**config.mk**
```make
export PLATFORM = sky130hd
export DESIGN_NAME = irq_mask_ctrl
export DESIGN_NICKNAME = d
export VERILOG_FILES = /design/src/rtl/irq_mask_ctrl.sv
export SDC_FILE = /design/constraint.sdc
export NUM_CORES = 1
export LEC_CHECK = 0
export ABC_AREA = 1
export ABC_CLOCK_PERIOD_IN_PS = 2600
export BUFFER_PORTS_ARGS = -buffer_cell sky130_fd_sc_hd__buf_2
export CORE_MARGIN = 5
export CORE_UTILIZATION = 61
export DETAILED_ROUTE_END_ITERATION = 10
export PLACE_DENSITY_LB_ADDON = 0.25
export SETUP_SLACK_MARGIN = 0.1
export SLEW_MARGIN = 30
export SYNTH_ARGS = -nofsm -noshare
export SYNTH_HDL_FRONTEND = slang
export SYNTH_SLANG_ARGS = --single-unit
```
**constraint.sdc**
```tcl
create_clock -name clk -period 2.6 [get_ports clk]
set_clock_uncertainty 0.15 [all_clocks]
set_input_delay 0.39 -clock clk [delete_from_list [all_inputs] [get_ports clk]]
set_output_delay 0.39 -clock clk [all_outputs]
set_load 0.005 [all_outputs]
```
**src/rtl/irq_mask_ctrl.sv**
```systemverilog
module irq_mask_ctrl #(
  parameter int ADDR_W = 4
) (
  input  logic              clk,
  input  logic              rst_n,
  input  logic [31:0]       src_i,
  input  logic [ADDR_W-1:0] bus_addr,
  input  logic [31:0]       bus_wdata,
  input  logic              bus_we,
  output logic [31:0]       bus_rdata,
  output logic              irq_o,
  output logic              fiq_o
);

  localparam logic [ADDR_W-1:0] A_ISIG = ADDR_W'(0);
  localparam logic [ADDR_W-1:0] A_IEN  = ADDR_W'(1);
  localparam logic [ADDR_W-1:0] A_ICLR = ADDR_W'(2);
  localparam logic [ADDR_W-1:0] A_ISTA = ADDR_W'(3);
  localparam logic [ADDR_W-1:0] A_FSIG = ADDR_W'(4);
  localparam logic [ADDR_W-1:0] A_FEN  = ADDR_W'(5);
  localparam logic [ADDR_W-1:0] A_FCLR = ADDR_W'(6);
  localparam logic [ADDR_W-1:0] A_FSTA = ADDR_W'(7);
  localparam logic [ADDR_W-1:0] A_SWI  = ADDR_W'(8);

  logic [31:2] sync1, sync2;
  logic [31:0] ien, fen;
  logic        swi_n, swi_f;
  logic        fiq_req;
  logic [31:0] isig, ista, fsig, fsta;
  logic        unused_src;

  assign unused_src = ^src_i[1:0];

  always_ff @(posedge clk or negedge rst_n) begin
    if (!rst_n) begin
      sync1 <= '0;
      sync2 <= '0;
      ien   <= '0;
      fen   <= '0;
      swi_n <= 1'b0;
      swi_f <= 1'b0;
    end else begin
      sync1 <= src_i[31:2];
      sync2 <= sync1;
      if (bus_we) begin
        case (bus_addr)
          A_IEN: begin
            ien <= ien | bus_wdata;
            fen <= fen & ~bus_wdata;
          end
          A_ICLR: ien <= ien & ~bus_wdata;
          A_FEN: begin
            fen <= fen | bus_wdata;
            ien <= ien & ~bus_wdata;
          end
          A_FCLR: fen <= fen & ~bus_wdata;
          A_SWI: begin
            swi_f <= bus_wdata[2];
            swi_n <= bus_wdata[1];
          end
          default: ;
        endcase
      end
    end
  end

  assign fiq_req = |{sync2 & fen[31:2], swi_f};

  assign fsig = {sync2, swi_f, fiq_req};
  assign isig = {sync2, swi_n, fiq_req};
  assign fsta = {sync2 & fen[31:2], swi_f, fiq_req & fen[0]};
  assign ista = {sync2 & ien[31:2], swi_n, fiq_req & ien[0]};

  assign irq_o = |ista;
  assign fiq_o = fiq_req;

  always_comb begin
    case (bus_addr)
      A_ISIG:  bus_rdata = isig;
      A_IEN:   bus_rdata = ien;
      A_ISTA:  bus_rdata = ista;
      A_FSIG:  bus_rdata = fsig;
      A_FEN:   bus_rdata = fen;
      A_FSTA:  bus_rdata = fsta;
      A_SWI:   bus_rdata = {29'd0, swi_f, swi_n, 1'b0};
      default: bus_rdata = '0;
    endcase
  end

  assert_masks_disjoint_R7: assert property (@(posedge clk) disable iff (!rst_n)
    (ien & fen) == 32'd0);

  assert_en_set_R4: assert property (@(posedge clk) disable iff (!rst_n)
    (bus_we && bus_addr == A_IEN) |=> ((ien & $past(bus_wdata)) == $past(bus_wdata)));

  assert_en_clear_R5: assert property (@(posedge clk) disable iff (!rst_n)
    (bus_we && bus_addr == A_FCLR) |=> ((fen & $past(bus_wdata)) == 32'd0));

  assert_swi_fast_R9: assert property (@(posedge clk) disable iff (!rst_n)
    (bus_we && bus_addr == A_SWI && bus_wdata[2]) |=> fiq_o);

  assert_clear_keeps_R5: assert property (@(posedge clk) disable iff (!rst_n)
    (bus_we && bus_addr == A_ICLR) |=> ((ien & ~$past(bus_wdata)) == ($past(ien) & ~$past(bus_wdata))));

endmodule

```
==> run_summary.xml, run 1 <==
<?xml version="1.0" encoding="UTF-8"?>
<metrics>
  <group name="outcome">
    <metric name="status" unit="">finished, final reports clean</metric>
  </group>
  <group name="critical_path">
    <metric name="cp-end-kind" unit="">primary output</metric>
    <metric name="cp_slowest_cell" unit="">sky130_fd_sc_hd__dfrtp_1</metric>
    <metric name="critical_path_class" unit="">reg -&gt; out</metric>
    <metric name="crit_top_cell" unit="">sky130_fd_sc_hd__nand2_1</metric>
    <metric name="critical_path_depth" unit="">9</metric>
    <metric name="critPathArrivalTime" unit="ns">1.90</metric>
    <metric name="worstSetupStartpoint" unit="">sync2[18]</metric>
    <metric name="worst_setup_slack_for_register_to_register_paths" unit="ns">1.66</metric>
    <metric name="path_delay_family" unit="">simple AND/OR/NAND/NOR gates</metric>
    <metric name="crit_path_start_kind" unit="">register</metric>
    <metric name="cpPeakStageDelay" unit="ns">0.44</metric>
    <metric name="cp_max_fo" unit="">5</metric>
    <metric name="r2r.worst_path.cells" unit="">3</metric>
    <metric name="cp_cell_sequence" unit="">nand2_1 -&gt; nand2_1 -&gt; nor2_1 -&gt; nand2_1 -&gt; nor2_2 -&gt; nand2_2 -&gt; nand3_2 -&gt; nand3_2 -&gt; buf_2</metric>
    <metric name="cp_num_buf_inv" unit="">1</metric>
    <metric name="required" unit="ns">2.06</metric>
  </group>
  <group name="job">
    <metric name="cap_viol_max_count" unit="">0</metric>
  </group>
  <group name="synthesis">
    <metric name="synthesis.yosys.warnings" unit="">0</metric>
    <metric name="synth_seq_area_share" unit="">0.520</metric>
    <metric name="post_synth_inst_count" unit="">739</metric>
    <metric name="synth.top_cells.by_area" unit="">sky130_fd_sc_hd__dfrtp_1 (52%), sky130_fd_sc_hd__nand2_1 (16%), sky130_fd_sc_hd__nand4_1 (7.2%)</metric>
    <metric name="synth.cell_area" unit="mm^2">0.00606</metric>
    <metric name="synth_top_cell_by_area" unit="">sky130_fd_sc_hd__dfrtp_1</metric>
    <metric name="synthesis.nets" unit="">810</metric>
    <metric name="ys_seq_elements" unit="">126</metric>
    <metric name="synth_cell_type_count" unit="">24</metric>
    <metric name="netlist.area_leader.share" unit="">0.520</metric>
    <metric name="synthesis.area_per_instance" unit="um^2">8.20</metric>
  </group>
  <group name="routing">
    <metric name="vias" unit="">6639</metric>
    <metric name="routedWlPerCell" unit="um">19.1</metric>
    <metric name="detailedRoute.firstIterationViolations" unit="">951</metric>
    <metric name="routed_vias_inst" unit="">6.30</metric>
    <metric name="drc_errors" unit="">0</metric>
    <metric name="postRouteWirelength" unit="um">20100</metric>
    <metric name="ant_nets" unit="">0</metric>
    <metric name="detailedRoute.firstPassIterationCount" unit="">7</metric>
  </group>
  <group name="floorplan">
    <metric name="placement_rows" unit="">36</metric>
    <metric name="die_width" unit="um">110</metric>
    <metric name="die_h" unit="um">110</metric>
    <metric name="fp.coreArea" unit="mm^2">0.00973</metric>
    <metric name="floorplan.initialDensity" unit="">0.623</metric>
    <metric name="io_pins" unit="">105</metric>
    <metric name="design.die.area" unit="mm^2">0.0120</metric>
  </group>
  <group name="finish">
    <metric name="nFillCells" unit="">589</metric>
    <metric name="seq_area" unit="mm^2">0.00315</metric>
    <metric name="finish.net_count" unit="">978</metric>
    <metric name="flow.area_growth_from_synthesis" unit="%">33.4</metric>
    <metric name="antenna-diode-count" unit="">0</metric>
    <metric name="multi_input_area" unit="mm^2">0.00257</metric>
    <metric name="fraction_of_final_layout_cells_with_drive_strength_greater_than_1" unit="">0.200</metric>
    <metric name="final_cells" unit="">1053</metric>
  </group>
  <group name="power_and_ir_drop">
    <metric name="power_density" unit="mW/mm^2">712</metric>
    <metric name="total_leakage_power" unit="nW">3.86</metric>
    <metric name="worst_ir_drop_vdd" unit="mV">0.650</metric>
  </group>
  <group name="clock_network">
    <metric name="clock_sink_count" unit="">126</metric>
    <metric name="tritoncts" unit="">built</metric>
    <metric name="clock_tree.htree_level_count" unit="">4</metric>
    <metric name="clkTransAtPathRegs" unit="ns">0.06</metric>
    <metric name="clkLatencyLatePin" unit="ns">0.56</metric>
    <metric name="clock_path_buffers" unit="">2</metric>
    <metric name="clock-root-buffer" unit="">sky130_fd_sc_hd__clkbuf_8</metric>
    <metric name="cts_inserted_buffers" unit="">17</metric>
  </group>
  <group name="timing">
    <metric name="fin_crit" unit="ns">2.44</metric>
    <metric name="transition_at_the_pin_with_the_smallest_max_transition_slack" unit="ns">0.632</metric>
    <metric name="fin_tns_setup" unit="ns">0</metric>
    <metric name="grt_setup_unrepaired" unit="">yes</metric>
    <metric name="slew_violations" unit="">0</metric>
    <metric name="layout_setup_ws" unit="ns">0.163</metric>
    <metric name="report.final.setup_viol" unit="">0</metric>
    <metric name="tightest_slew_margin_relative_to_the_limit" unit="">0.579</metric>
    <metric name="hold_violations" unit="">0</metric>
    <metric name="fmax" unit="GHz">0.410</metric>
    <metric name="timing.final.crit_share" unit="">0.937</metric>
  </group>
  <group name="grt">
    <metric name="grt_antenna_before_repair" unit="">0</metric>
    <metric name="grt.overflow.total" unit="">0</metric>
    <metric name="grt.total_usage" unit="">0.350</metric>
    <metric name="first_global_vias" unit="">6512</metric>
    <metric name="first_pass_grt_wire_length" unit="um">31500</metric>
    <metric name="grt_max_degree" unit="">93</metric>
  </group>
  <group name="place">
    <metric name="numPortBuffers" unit="">102</metric>
    <metric name="dpl_worst_slack" unit="ns">0.333</metric>
    <metric name="finalWeightedCongestion" unit="">0.915</metric>
    <metric name="dp.cells" unit="">952</metric>
    <metric name="hpwl" unit="um">11600</metric>
  </group>
  <group name="hold_path">
    <metric name="hold_path_class" unit="">in -&gt; reg</metric>
    <metric name="worstHoldPathCells" unit="">3</metric>
    <metric name="min-delay-start" unit="">bus_wdata[17]</metric>
  </group>
</metrics>
-- metal layers --
metal / wire (um) / GRT usage
met1: 7380 / 0.434
met3: 2360 / 0.107
met2: 9500 / 0.560
met5: 0 / 0
met4: 859 / 0.168
-- what timing repair did --
item,CTS,global route
setup buffers,0,7
resized for setup,1,6
setup endpoints to repair,1,2
hold buffers,62,0
hold endpoints to repair,131,0
pin swaps,0,10
-- kinds of logic after synthesis --
kind of cell | count (synthesis) | share of synthesized area
flops | 126 | 0.520
buf+inv | 84 | 0.0582
simple gates | 437 | 0.321
compound gates | 92 | 0.101
-- report_power, final --
part / switching (W) / internal (W)
registers: 0.000211 / 0.00221
logic: 0.000548 / 0.000364
clock network: 0.000909 / 0.00152
total: 0.00167 / 0.00409
-- area by class of cell --
type	count	share of cell area
clock buffers	20	0.0551
clock inverters	12	0.0197
inverters	38	0.0176
multi-input cells	529	0.318
flip-flops and latches	126	0.390
well taps	133	0.0206
repair buffers	195	0.179
-- final timing paths --
path / endpoint
worst min register to register: sync2[14]
worst max register to register: register
min in group asynchronous: sync1[5]
worst max-delay path: bus_rdata[0]
worst min-delay path: register
max in group asynchronous: sync2[23]
-- Yosys cell counts --
cell type / number
sky130_fd_sc_hd__a21oi_1: 33
sky130_fd_sc_hd__a21oi_4: 1
sky130_fd_sc_hd__a22oi_1: 1
sky130_fd_sc_hd__buf_1: 6
sky130_fd_sc_hd__buf_2: 21
sky130_fd_sc_hd__buf_4: 3
sky130_fd_sc_hd__clkbuf_1: 16
sky130_fd_sc_hd__dfrtp_1: 126
sky130_fd_sc_hd__inv_1: 34
sky130_fd_sc_hd__inv_2: 4
sky130_fd_sc_hd__nand2_1: 262
sky130_fd_sc_hd__nand2_2: 2
sky130_fd_sc_hd__nand2_4: 1
sky130_fd_sc_hd__nand3_1: 74
sky130_fd_sc_hd__nand3b_1: 1
sky130_fd_sc_hd__nand4_1: 70
sky130_fd_sc_hd__nor2_1: 20
sky130_fd_sc_hd__nor2_2: 4
sky130_fd_sc_hd__nor2_4: 1
sky130_fd_sc_hd__nor3_1: 2
sky130_fd_sc_hd__o2111ai_1: 24
sky130_fd_sc_hd__o211ai_1: 5
sky130_fd_sc_hd__o21ai_0: 19
sky130_fd_sc_hd__o221ai_1: 9
-- worst reg2reg max path, stage by stage (launching register included) --
cell and delay (ns):
sky130_fd_sc_hd__dfrtp_1 0.42, sky130_fd_sc_hd__buf_4 0.15, sky130_fd_sc_hd__nand2_1 0.07, sky130_fd_sc_hd__nand2_1 0.05
-- through the flow --
step / hold slack (ns) / util / total power [W] / instance area [um^2]
final: 0.0102 / 0.831 / 0.00576 / 8090
after global routing: 0.00295 / 0.831 / 0.00598 / 8090
after CTS: 0.000211 / 0.824 / 0.00569 / 8020
after detailed placement: 0.185 / 0.698 / 0.00321 / 6790
after global placement: 0.181 / 0.698 / 0.00315 / 6790
after floorplan: -0.0556 / - / 0.00285 / 6060
-- placed cells by master (no fill, tap or decap), types with 2 or more instances in the layout --
cell type / instances
sky130_fd_sc_hd__buf_2: 100
sky130_fd_sc_hd__nand3_1: 72
sky130_fd_sc_hd__nand2_1: 261
sky130_fd_sc_hd__nand4_1: 70
sky130_fd_sc_hd__buf_12: 6
sky130_fd_sc_hd__clkbuf_8: 3
sky130_fd_sc_hd__nor2_1: 17
sky130_fd_sc_hd__clkinv_4: 3
sky130_fd_sc_hd__dlygate4sd3_1: 62
sky130_fd_sc_hd__inv_2: 5
sky130_fd_sc_hd__nor3_1: 2
sky130_fd_sc_hd__bufinv_16: 3
sky130_fd_sc_hd__o21ai_0: 19
sky130_fd_sc_hd__clkinvlp_4: 2
sky130_fd_sc_hd__clkinv_2: 2
sky130_fd_sc_hd__o221ai_1: 9
sky130_fd_sc_hd__nand2_2: 3
sky130_fd_sc_hd__nor2_2: 7
sky130_fd_sc_hd__o2111ai_1: 24
sky130_fd_sc_hd__clkbuf_16: 16
sky130_fd_sc_hd__dfrtp_1: 126
sky130_fd_sc_hd__nand3_2: 2
sky130_fd_sc_hd__a21oi_1: 33
sky130_fd_sc_hd__buf_4: 27
sky130_fd_sc_hd__o211ai_1: 5
sky130_fd_sc_hd__inv_1: 33
sky130_fd_sc_hd__inv_6: 2
Note: power is estimated with default switching activity, not from simulation.
==> run 2: changes to the inputs <==
- CORE_ASPECT_RATIO: not set -> 2
==> run 2 against run 1 <==
Compared with the run above:
- die area up 1.0%
- core utilization down 4.9 points
- wire length down 5.4%
- combinational power down 8.7%
- largest power group is now registers
- critical path type unchanged
- largest cell class unchanged
==> run_summary.xml, run 2 (synthesized netlist as in run 1, its figures left out) <==
<?xml version="1.0" encoding="UTF-8"?>
<metrics>
  <group name="outcome">
    <metric name="status" unit="">finished, final reports clean</metric>
  </group>
  <group name="floorplan">
    <metric name="design.die.area" unit="mm^2">0.0122</metric>
    <metric name="placement_rows" unit="">51</metric>
    <metric name="die_width" unit="um">80.5</metric>
    <metric name="floorplan.initialDensity" unit="">0.621</metric>
    <metric name="fp.coreArea" unit="mm^2">0.00976</metric>
    <metric name="io_pins" unit="">105</metric>
    <metric name="die_h" unit="um">151</metric>
  </group>
  <group name="critical_path">
    <metric name="required" unit="ns">2.06</metric>
    <metric name="cp-end-kind" unit="">primary output</metric>
    <metric name="critical_path_class" unit="">reg -&gt; out</metric>
    <metric name="cp_slowest_cell" unit="">sky130_fd_sc_hd__dfrtp_1</metric>
    <metric name="cp_cell_sequence" unit="">nand2_1 -&gt; nand4_1 -&gt; nor2_1 -&gt; nand3b_1 -&gt; nor2_1 -&gt; nand2_1 -&gt; buf_2</metric>
    <metric name="path_delay_family" unit="">simple AND/OR/NAND/NOR gates</metric>
    <metric name="worst_setup_slack_for_register_to_register_paths" unit="ns">1.78</metric>
    <metric name="critPathArrivalTime" unit="ns">1.81</metric>
    <metric name="cpPeakStageDelay" unit="ns">0.42</metric>
    <metric name="cp_num_buf_inv" unit="">1</metric>
    <metric name="cp_max_fo" unit="">4</metric>
    <metric name="crit_path_start_kind" unit="">register</metric>
  </group>
  <group name="routing">
    <metric name="postRouteWirelength" unit="um">19000</metric>
    <metric name="vias" unit="">6327</metric>
    <metric name="ant_nets" unit="">0</metric>
    <metric name="detailedRoute.firstPassIterationCount" unit="">6</metric>
    <metric name="detailedRoute.firstIterationViolations" unit="">763</metric>
    <metric name="routedWlPerCell" unit="um">18.8</metric>
    <metric name="drc_errors" unit="">0</metric>
    <metric name="routed_vias_inst" unit="">6.26</metric>
  </group>
  <group name="place">
    <metric name="finalWeightedCongestion" unit="">0.937</metric>
    <metric name="placedInstanceArea" unit="mm^2">0.00676</metric>
    <metric name="numPortBuffers" unit="">102</metric>
    <metric name="hpwl" unit="um">12000</metric>
  </group>
  <group name="clock_network">
    <metric name="clkTransAtPathRegs" unit="ns">0.06</metric>
    <metric name="clock_path_buffers" unit="">2</metric>
    <metric name="tritoncts" unit="">built</metric>
    <metric name="clock_sink_count" unit="">126</metric>
    <metric name="clock_tree.htree_level_count" unit="">4</metric>
    <metric name="clkLatencyLatePin" unit="ns">0.42</metric>
    <metric name="clock-root-buffer" unit="">sky130_fd_sc_hd__clkbuf_16</metric>
    <metric name="post_cts_setup_buffers" unit="">0</metric>
    <metric name="cts_inserted_buffers" unit="">17</metric>
  </group>
  <group name="finish">
    <metric name="flow.area_growth_from_synthesis" unit="%">26.0</metric>
    <metric name="finish.net_count" unit="">936</metric>
    <metric name="fraction_of_final_layout_cells_with_drive_strength_greater_than_1" unit="">0.188</metric>
    <metric name="final_design_area_no_fill" unit="mm^2">0.00764</metric>
    <metric name="layout.cells.most_common" unit="">sky130_fd_sc_hd__nand2_1</metric>
    <metric name="layout.cells.most_common_list" unit="">sky130_fd_sc_hd__nand2_1 (262), sky130_fd_sc_hd__dfrtp_1 (126), sky130_fd_sc_hd__buf_2 (100), sky130_fd_sc_hd__nand3_1 (74), sky130_fd_sc_hd__nand4_1 (70)</metric>
    <metric name="nFillCells" unit="">662</metric>
    <metric name="final_util" unit="">0.782</metric>
  </group>
  <group name="power_and_ir_drop">
    <metric name="total_leakage_power" unit="nW">3.65</metric>
    <metric name="power_density" unit="mW/mm^2">719</metric>
    <metric name="worst_ir_drop_vdd" unit="mV">0.551</metric>
  </group>
  <group name="timing">
    <metric name="report.final.setup_viol" unit="">0</metric>
    <metric name="hold_violations" unit="">0</metric>
    <metric name="timing.final.crit_share" unit="">0.904</metric>
    <metric name="fin_tns_setup" unit="ns">0</metric>
    <metric name="grt_setup_unrepaired" unit="">no</metric>
    <metric name="transition_at_the_pin_with_the_smallest_max_transition_slack" unit="ns">0.704</metric>
    <metric name="slew_violations" unit="">0</metric>
    <metric name="fmax" unit="GHz">0.426</metric>
    <metric name="fin_crit" unit="ns">2.35</metric>
    <metric name="tightest_slew_margin_relative_to_the_limit" unit="">0.531</metric>
  </group>
  <group name="grt">
    <metric name="met3_usage" unit="">0.0732</metric>
    <metric name="grt_max_degree" unit="">61</metric>
    <metric name="globalRouteMet1Util" unit="">0.381</metric>
    <metric name="grt.total_usage" unit="">0.334</metric>
    <metric name="met2_usage" unit="">0.551</metric>
    <metric name="grt_antenna_before_repair" unit="">1</metric>
    <metric name="busiest_layer" unit="">met2</metric>
    <metric name="first_global_vias" unit="">6307</metric>
    <metric name="grt.overflow.total" unit="">0</metric>
    <metric name="first_pass_grt_wire_length" unit="um">30800</metric>
  </group>
  <group name="hold_path">
    <metric name="hold_path_class" unit="">in -&gt; reg</metric>
  </group>
  <group name="job">
    <metric name="cap_viol_max_count" unit="">0</metric>
  </group>
</metrics>
-- run 2: layout make-up --
type	instances	area, um^2	area share
Inverter	38	145	0.0190
Clock inverter	10	90.1	0.0118
Timing Repair Buffer	153	1050	0.138
Clock buffer	21	470	0.0616
Sequential cell	126	3150	0.413
Multi-Input combinational cell	529	2560	0.335
Antenna cell	1	2.50	0.000328
Tap cell	132	165	0.0216
-- run 2: per-stage QoR --
stage / hold slack [ns] / std cells / setup WS (ns) / total power, W
final: 0.107 / 1010 / 0.251 / 0.00549
after global routing: 0.115 / 1010 / 0.133 / 0.00572
after CTS: 0.107 / 1009 / 0.220 / 0.00547
after detailed placement: 0.185 / 947 / 0.250 / 0.00321
after global placement: 0.182 / 947 / 0.235 / 0.00316
after floorplan: -0.0556 / 739 / 0.736 / 0.00285
-- run 2: power breakdown --
group          total (W)  internal [W]  switching [W]
Clock            0.00224       0.00138       0.000859
Sequential       0.00242       0.00221       0.000210
Combinational   0.000833      0.000314       0.000519
-- run 2: path summary, 6_finish.rpt --
path,from,end,depth (start not counted)
max,sync2[30],irq_o,7
min,bus_wdata[23],register,3
max reg2reg,register,register,2
min reg2reg,sync1[9],sync2[9],0
max in group asynchronous,rst_n,sync1[5],3
min in group asynchronous,rst_n,async pin,2
-- run 2: tightest hold or removal path: cells and delay by family --
family	cells	cell delay, ns
buf+inv	1	0.12
simple gates	2	0.13
-- run 2: what timing repair did --
action	CTS	global route
hold endpoints to repair	81	0
hold buffers	31	0
setup endpoints to repair	0	1
resized for setup	0	2
-- run 2: layer usage --
metal | vias up | part of all wire
met5 | - | 0
met2 | 454 | 0.51
li1 | 2807 | -
met3 | 91 | 0.090
met4 | 0 | 0.061
met1 | 2975 | 0.33
==> run 3: changes to the inputs <==
- CORE_UTILIZATION: 61 -> 25
- MAX_ROUTING_LAYER: not set -> met4
==> run 3 against run 2 <==
Compared with the run above:
- via count decreased by 6.6%
- sequential share of layout area decreased by 1.6 points
- maximum frequency decreased by 3.8%
- sequential power about the same
- core utilization decreased by 45 points
- largest cell class unchanged
- critical path type unchanged
- worst hold slack got worse by 0.011 ns
- cell count increased by 16%
- sequential cell count unchanged
==> run_summary.xml, run 3 (synthesized netlist as in run 1, its figures left out) <==
<?xml version="1.0" encoding="UTF-8"?>
<metrics>
  <group name="outcome">
    <metric name="status" unit="">finished, final reports clean</metric>
  </group>
  <group name="routing">
    <metric name="ant_nets" unit="">0</metric>
    <metric name="vias" unit="">5909</metric>
    <metric name="drc_errors" unit="">0</metric>
    <metric name="routedWlPerCell" unit="um">18.7</metric>
    <metric name="detailedRoute.firstPassIterationCount" unit="">5</metric>
    <metric name="routed_vias_inst" unit="">5.04</metric>
    <metric name="postRouteWirelength" unit="um">22000</metric>
    <metric name="detailedRoute.firstIterationViolations" unit="">381</metric>
  </group>
  <group name="timing">
    <metric name="fin_crit" unit="ns">2.44</metric>
    <metric name="report.final.setup_viol" unit="">0</metric>
    <metric name="fin_tns_setup" unit="ns">0</metric>
    <metric name="timing.final.crit_share" unit="">0.939</metric>
    <metric name="tightest_slew_margin_relative_to_the_limit" unit="">0.621</metric>
    <metric name="grt_setup_unrepaired" unit="">yes</metric>
    <metric name="fmax" unit="GHz">0.410</metric>
    <metric name="whs" unit="ns">0.0965</metric>
    <metric name="hold_violations" unit="">0</metric>
    <metric name="slew_violations" unit="">0</metric>
    <metric name="transition_at_the_pin_with_the_smallest_max_transition_slack" unit="ns">0.568</metric>
  </group>
  <group name="place">
    <metric name="numPortBuffers" unit="">102</metric>
    <metric name="finalWeightedCongestion" unit="">0.798</metric>
    <metric name="hpwl" unit="um">15100</metric>
    <metric name="placedInstanceArea" unit="mm^2">0.00702</metric>
  </group>
  <group name="critical_path">
    <metric name="worstReg2RegEnd" unit="">swi_n</metric>
    <metric name="crit_path_start_kind" unit="">register</metric>
    <metric name="r2r.worst_path.cells" unit="">2</metric>
    <metric name="cp_max_fo" unit="">5</metric>
    <metric name="critPathArrivalTime" unit="ns">1.90</metric>
    <metric name="critical_path_class" unit="">reg -&gt; out</metric>
    <metric name="worst_setup_slack_for_register_to_register_paths" unit="ns">1.79</metric>
    <metric name="required" unit="ns">2.06</metric>
    <metric name="cp-end-kind" unit="">primary output</metric>
    <metric name="critical_path.reg2reg.startpoint" unit="">swi_n</metric>
  </group>
  <group name="power_and_ir_drop">
    <metric name="power_density" unit="mW/mm^2">721</metric>
    <metric name="proportion_of_power_drawn_by_the_clock_network" unit="">0.432</metric>
    <metric name="total_leakage_power" unit="nW">3.70</metric>
    <metric name="p_sw_frac" unit="">0.292</metric>
    <metric name="p_sw" unit="W">0.00167</metric>
    <metric name="internal_power_component" unit="W">0.00406</metric>
    <metric name="seqPwrFrac" unit="">0.421</metric>
    <metric name="power_frac_comb" unit="">0.147</metric>
    <metric name="worst_ir_drop_vdd" unit="mV">0.340</metric>
  </group>
  <group name="finish">
    <metric name="layout.cells.most_common" unit="">sky130_fd_sc_hd__nand2_1</metric>
    <metric name="fraction_of_final_layout_cells_with_drive_strength_greater_than_1" unit="">0.197</metric>
    <metric name="layout.cells.most_common_list" unit="">sky130_fd_sc_hd__nand2_1 (262), sky130_fd_sc_hd__dfrtp_1 (126), sky130_fd_sc_hd__buf_2 (100), sky130_fd_sc_hd__nand3_1 (74), sky130_fd_sc_hd__nand4_1 (70)</metric>
    <metric name="flow.area_growth_from_synthesis" unit="%">31.2</metric>
    <metric name="finish.net_count" unit="">943</metric>
    <metric name="final_design_area_no_fill" unit="mm^2">0.00795</metric>
  </group>
  <group name="clock_network">
    <metric name="tritoncts" unit="">built</metric>
    <metric name="clock_tree.htree_level_count" unit="">4</metric>
    <metric name="clkLatencyLatePin" unit="ns">0.43</metric>
    <metric name="clock-root-buffer" unit="">sky130_fd_sc_hd__clkbuf_16</metric>
    <metric name="cts_inserted_buffers" unit="">17</metric>
    <metric name="clock_sink_count" unit="">126</metric>
    <metric name="clkTransAtPathRegs" unit="ns">0.06</metric>
    <metric name="clock_path_buffers" unit="">2</metric>
  </group>
  <group name="floorplan">
    <metric name="placement_rows" unit="">80</metric>
    <metric name="io_pins" unit="">105</metric>
    <metric name="die_h" unit="um">230</metric>
    <metric name="fp.coreArea" unit="mm^2">0.0239</metric>
    <metric name="die_width" unit="um">120</metric>
    <metric name="design.die.area" unit="mm^2">0.0276</metric>
    <metric name="floorplan.initialDensity" unit="">0.253</metric>
  </group>
  <group name="hold_path">
    <metric name="hold_path_class" unit="">in -&gt; reg</metric>
    <metric name="worstHoldPathCells" unit="">3</metric>
    <metric name="min-delay-start" unit="">bus_wdata[11]</metric>
  </group>
  <group name="grt">
    <metric name="first_global_vias" unit="">5766</metric>
    <metric name="grt.total_usage" unit="">0.166</metric>
    <metric name="grt_antenna_before_repair" unit="">1</metric>
    <metric name="grt_max_degree" unit="">65</metric>
    <metric name="grt.overflow.total" unit="">0</metric>
    <metric name="first_pass_grt_wire_length" unit="um">33500</metric>
  </group>
  <group name="job">
    <metric name="cap_viol_max_count" unit="">0</metric>
  </group>
</metrics>
run 3: worst max path at each step:
stage                           start       endpoint  cells past startpoint
after floorplan           bus_addr[0]   bus_rdata[1]                      6
after global placement    bus_addr[2]  bus_rdata[20]                      9
after detailed placement  bus_addr[2]  bus_rdata[13]                      9
after global routing        sync2[15]   bus_rdata[0]                      9
final                       sync2[15]   bus_rdata[0]                      9
after CTS                   sync2[15]   bus_rdata[0]                      9
run 3: per-layer routing:
metal	global-route usage	vias to the layer above	wire, um	part of all wire
li1	-	2818	-	-
met1	0.178	2870	8200	0.37
met2	0.288	179	11900	0.54
met3	0.0317	42	933	0.042
met4	0.0850	0	954	0.043
met5	-	-	0	0
run 3: cell type report:
class                   count  area [um^2]
inverters                  38          145
flip-flops and latches    126         3150
well taps                 287          359
multi-input cells         529         2560
clock buffers              18          439
repair buffers            160         1120
clock inverters            13          168
diodes                      1         2.50
fillers                  2528        16000
run 3: worst max-delay path, cell delays in order, from the launching register on:
cell	delay [ns]
sky130_fd_sc_hd__dfrtp_1	0.42
sky130_fd_sc_hd__nand2_1	0.13
sky130_fd_sc_hd__nand2_1	0.06
sky130_fd_sc_hd__nor2_1	0.20
sky130_fd_sc_hd__nand2_1	0.10
sky130_fd_sc_hd__nor2_2	0.14
sky130_fd_sc_hd__nand2_1	0.12
sky130_fd_sc_hd__nand3_1	0.09
sky130_fd_sc_hd__nand3_1	0.08
sky130_fd_sc_hd__buf_2	0.13
run 3: power by group through the flow:
stage	registers (W)	logic [W]	clock network (W)
6_report	0.00241	0.000845	0.00248
5_1_grt	0.00244	0.000956	0.00260
4_1_cts	0.00241	0.000853	0.00252
3_5_place_dp	0.00244	0.000816	0
3_3_place_gp	0.00244	0.000802	0
2_1_floorplan	0.00238	0.000467	0
run 3: metrics by stage:
step	util	power [W]	setup WS (ns)	std cells
6_report	0.332	0.00573	0.159	1172
5_1_grt	0.332	0.00600	0.0553	1172
3_3_place_gp	0.294	0.00324	0.232	1109
2_1_floorplan	-	0.00285	0.736	739
3_5_place_dp	0.294	0.00326	0.219	1109
4_1_cts	0.332	0.00578	0.132	1171
run 3: what timing repair did:
item                       CTS  global route
resized for setup            0             3
buffers inserted             0             0
setup endpoints to repair    0             3
hold buffers                31             0
hold endpoints to repair    80             0
